==> config.mk <==
export PLATFORM = sky130hd
export DESIGN_NAME = mcb_bank
export DESIGN_NICKNAME = d
export VERILOG_FILES = /design/src/rtl/mcb_pkg.sv /design/src/rtl/mcb_mode_dec.sv /design/src/rtl/mcb_cell.sv /design/src/rtl/mcb_bank.sv
export SDC_FILE = /design/constraint.sdc
export NUM_CORES = 1
export LEC_CHECK = 0
export BUFFER_PORTS_ARGS = -buffer_cell sky130_fd_sc_hd__buf_4
export CORE_UTILIZATION = 25
export CTS_CLUSTER_SIZE = 8
export DETAILED_ROUTE_END_ITERATION = 8
export PLACE_DENSITY = 0.56
export SYNTH_ARGS = -nofsm -noshare
export SYNTH_HDL_FRONTEND = slang
export SYNTH_SLANG_ARGS = --single-unit
export TNS_END_PERCENT = 1
==> constraint.sdc <==
create_clock -name clk -period 1.8 [get_ports clk]
set_input_delay 0.18 -clock clk [delete_from_list [all_inputs] [get_ports clk]]
set_output_delay 0.18 -clock clk [all_outputs]
set_load 0.005 [all_outputs]
==> src/rtl/mcb_pkg.sv <==
package mcb_pkg;
    typedef enum logic [2:0] {
        CM_REG,
        CM_RIO,
        CM_COUT,
        CM_NIO,
        CM_DIN,
        CM_BAD
    } cell_mode_e;
endpackage

==> src/rtl/mcb_mode_dec.sv <==
module mcb_mode_dec
    import mcb_pkg::*;
(
    input  logic       noreg,
    input  logic       io_arch,
    input  logic       sel,
    output cell_mode_e mode
);
    always_comb begin
        unique case ({noreg, io_arch, sel})
            3'b010:  mode = CM_REG;
            3'b011:  mode = CM_RIO;
            3'b100:  mode = CM_COUT;
            3'b101:  mode = CM_DIN;
            3'b111:  mode = CM_NIO;
            3'b000:  mode = CM_BAD;
            3'b001:  mode = CM_BAD;
            3'b110:  mode = CM_BAD;
        endcase
    end
endmodule

==> src/rtl/mcb_cell.sv <==
module mcb_cell
    import mcb_pkg::*;
#(
    parameter int IDX   = 0,
    parameter int NCELL = 8
) (
    input  logic       clk,
    input  logic       rst_n,
    input  cell_mode_e mode,
    input  logic       pol,
    input  logic       sum,
    input  logic       en,
    input  logic       oe_n,
    input  logic       pad_self,
    input  logic       pad_adj,
    input  logic       preload,
    input  logic       pre_bit,
    output logic       pad_out,
    output logic       pad_oe,
    output logic       fb
);
    localparam bit SILENT_MID = (IDX == NCELL/2 - 1) || (IDX == NCELL/2);

    logic dval;
    logic q;

    assign dval = sum ^ ~pol;

    always_ff @(posedge clk or negedge rst_n) begin
        if (!rst_n) begin
            q <= 1'b0;
        end else if (preload) begin
            q <= pre_bit;
        end else begin
            q <= dval;
        end
    end

    always_comb begin
        unique case (mode)
            CM_REG: begin
                pad_out = q;
                pad_oe  = ~oe_n;
                fb      = q;
            end
            CM_RIO: begin
                pad_out = dval;
                pad_oe  = en;
                fb      = pad_self;
            end
            CM_COUT: begin
                pad_out = dval;
                pad_oe  = 1'b1;
                fb      = SILENT_MID ? 1'b0 : pad_adj;
            end
            CM_NIO: begin
                pad_out = dval;
                pad_oe  = en;
                fb      = pad_self;
            end
            CM_DIN: begin
                pad_out = dval;
                pad_oe  = 1'b0;
                fb      = pad_adj;
            end
            CM_BAD: begin
                pad_out = dval;
                pad_oe  = 1'b0;
                fb      = 1'b0;
            end
        endcase
    end
endmodule

==> src/rtl/mcb_bank.sv <==
module mcb_bank
    import mcb_pkg::*;
#(
    parameter int NCELL = 8
) (
    input  logic             clk,
    input  logic             rst_n,
    input  logic             cfg_noreg,
    input  logic             cfg_io,
    input  logic [NCELL-1:0] cfg_sel,
    input  logic [NCELL-1:0] cfg_pol,
    input  logic [NCELL-1:0] sum_term,
    input  logic [NCELL-1:0] en_term,
    input  logic             oe_pin_n,
    input  logic             clk_pin_lvl,
    input  logic             preload,
    input  logic [NCELL-1:0] preload_val,
    input  logic [NCELL-1:0] pad_in,
    output logic [NCELL-1:0] pad_out,
    output logic [NCELL-1:0] pad_oe,
    output logic [NCELL-1:0] fb
);
    localparam int HALF = NCELL / 2;

    cell_mode_e       mode [NCELL];
    logic [NCELL-1:0] adj;

    for (genvar i = 0; i < NCELL; i++) begin : g_cell
        if (i == 0) begin : g_adj_lo_end
            assign adj[i] = oe_pin_n;
        end else if (i == NCELL - 1) begin : g_adj_hi_end
            assign adj[i] = clk_pin_lvl;
        end else if (i < HALF) begin : g_adj_down
            assign adj[i] = pad_in[i-1];
        end else begin : g_adj_up
            assign adj[i] = pad_in[i+1];
        end

        mcb_mode_dec i_dec (
            .noreg   (cfg_noreg),
            .io_arch (cfg_io),
            .sel     (cfg_sel[i]),
            .mode    (mode[i])
        );

        mcb_cell #(.IDX(i), .NCELL(NCELL)) i_cell (
            .clk      (clk),
            .rst_n    (rst_n),
            .mode     (mode[i]),
            .pol      (cfg_pol[i]),
            .sum      (sum_term[i]),
            .en       (en_term[i]),
            .oe_n     (oe_pin_n),
            .pad_self (pad_in[i]),
            .pad_adj  (adj[i]),
            .preload  (preload),
            .pre_bit  (preload_val[i]),
            .pad_out  (pad_out[i]),
            .pad_oe   (pad_oe[i]),
            .fb       (fb[i])
        );
    end
endmodule

==> metrics.cfg <==
[finish]
reg_top3 = g_cell.i_cell.q: 8 flops
final_nets = 348
regMostFlops = g_cell.i_cell.q
drive_above_1_share = 0.406
largest_reg_flops = 8
antenna_cells = 0
area_delta_synth_final_pct = 34.1

[power]
vdd_ir_drop_max_mv = 0.183
p_per_area_nw_per_um2 = 437
p_leak_nw = 1.08
total_power_mw = 1.01

[cts]
cts_tree = built
clk_pin_slew_worst_paths_ps = 50
cts_setup_buffers = 0
htree_levels = 1
cts_buffer_depth = 2
clock-sinks = 8
clockRootBuffer = clkbuf_8
cts_buffers = 3

[setup_path]
required_ps = 1620
start_kind = input pin
cp-startpoint = cfg_io
cp.depth = 6
critical-path-max-stage-delay_ps = 500
critPathMaxFanout = 14
cp_top_family = simple AND/OR/NAND/NOR gates
worstPathBufferInverterCount = 2
cp_slowest_cell = or4b_1
critPathArrivalTime_ps = 1510
crit_type = in2out
path_cells = buf_6 -> ha_1 -> and2_1 -> or4b_1 -> nand3_1 -> buf_4
cp-end-kind = output port

[flow_run]
cap_violations = 0

[timing]
rsz0062_at_grt = no
worst_slack_ps = 109
fin_crit_ps = 1690
tns_ps = 0
worst_pin_slew_ps = 319
fmax_ghz = 0.591
finalSetupViolCount = 0
period_share = 0.940
hold_viol_final = 0
slew_headroom = 0.787
drv_slew = 0

[global_routing]
grt_pass1_vias = 1709
grt_pass1_wl_mm = 7.96
grt_max_degree = 22
overflow = 0
track_usage = 0.139
antenna_found_initial = 0

[routing]
drt_iter0_drc = 32
drc = 0
via_per_inst = 4.94
wirelength_mm = 4.94
routedWlPerCell_um = 13.9
first_pass_iters = 5
ant_nets = 0
vias = 1755

[logic_synthesis]
synth_most_common_cell = buf_4
synthArstFlopShare = 1.00
postSynthAreaPerCell_um2 = 7.91
synth_warnings = 0
synth_top_area_frac = 0.116
yosys-top-cells-area = dfrtp_1 12%, buf_4 11%, ha_1 9.4%
seq_area_frac_synth = 0.116
synth_common_cells = 26 x buf_4, 16 x inv_1, 13 x ha_1, 13 x mux2_2
synth-seq-cells = 8
synth_ff_type = dfrtp_1
yosysUniqueCellTypes = 43
synthCells = 218
synth-edff-count = 0
netlist_area_um2 = 1720
yosysTopAreaCell = dfrtp_1
synth_nets = 286

[floorplanning]
die_x_um = 85.0
core_area_um2 = 6490
ios = 79
die_h_um = 85.0
num_rows = 29
dieArea_um2 = 7230
start_util = 0.265

[worst_hold_path]
whs_endpoint = g_cell[1].i_cell.q$_DFF_PN0_
hold_depth = 2
hp-start = preload_val[1]
hp-class = in2reg

[placed_design]
place_ws_ps = 13.9
dp_hpwl_mm = 3.98
globalplace.congestion = 0.790
io_buffer_count = 78

[outcome]
outcome = finished, final reports clean

## layer usage
| layer | track usage | vias up | wire length (um) |
|---|---|---|---|
| met5 | 0 | - | 0 |
| met3 | 0.0233 | 4 | 227 |
| li1 | - | 882 | - |
| met4 | 0.0277 | 0 | 26 |
| met2 | 0.246 | 47 | 2380 |
| met1 | 0.177 | 822 | 2310 |
## cell usage in the layout (no fill, tap or decap), types with 2 or more instances in the layout
| cell type | instances |
|---|---|
| a22oi_1 | 4 |
| xnor2_1 | 8 |
| and3_1 | 3 |
| nand3b_1 | 4 |
| a211o_1 | 4 |
| nand2b_1 | 8 |
| mux2i_1 | 5 |
| nand2_1 | 11 |
| or4b_1 | 2 |
| a21oi_1 | 10 |
| o211ai_1 | 9 |
| o22ai_1 | 7 |
| ha_1 | 12 |
| nor3_1 | 2 |
| nor2b_1 | 2 |
| and2_1 | 4 |
| nand3_1 | 2 |
| or2_2 | 5 |
| nor2_1 | 9 |
| dfrtp_1 | 8 |
| a32oi_1 | 4 |
| inv_1 | 16 |
| a31oi_1 | 3 |
| buf_4 | 87 |
| mux2_2 | 13 |
| buf_6 | 2 |
| a32o_1 | 2 |
| o21ai_0 | 11 |
| or2b_1 | 2 |
| xor2_1 | 2 |
| o32a_1 | 2 |
| clkbuf_8 | 3 |
## where the power goes
group	total [mW]	switching [mW]	internal [mW]
Sequential	0.208	0.00976	0.199
Combinational	0.565	0.242	0.324
Clock	0.236	0.0897	0.147
Total	1.01	0.341	0.669
## how the worst max path moves through the flow
stage / endpoint / slack (ps)
after global routing: pad_out[7] / 30
after floorplan: fb[3] / 270
after detailed placement: fb[4] / 10
after CTS: fb[4] / 20
final: fb[3] / 110
after global placement: fb[4] / 30
## what timing repair did
item	in CTS	in global routing
setup endpoints to repair	0	4
endpoints found under the hold margin	8	0
resized for setup	0	3
hold buffers	1	0
## final cells by class
type / count / area, um^2
clock buffers: 3 / 41.3
inverters: 16 / 60.1
well taps: 77 / 96.3
repair buffers: 91 / 706
fillers: 673 / 4180
flip-flops and latches: 8 / 200
multi-input cells: 160 / 1210
## kinds of logic after synthesis
| family | synth area share |
|---|---|
| xor+xnor | 0.0508 |
| compound gates | 0.241 |
| fa+ha+maj | 0.0943 |
| flops | 0.116 |
| simple gates | 0.194 |
| mux | 0.114 |
| buf+inv | 0.190 |
## stage by stage
stage	cells	cell area (um^2)	util	hold slack, ps
6_report	355	2310	0.356	173
5_1_grt	355	2310	0.356	168
4_1_cts	355	2290	0.353	169
3_5_place_dp	351	2240	0.345	24.1
3_3_place_gp	351	2240	0.345	23.0
2_1_floorplan	218	1720	-	-116
Note: power is estimated with default switching activity, not from simulation.
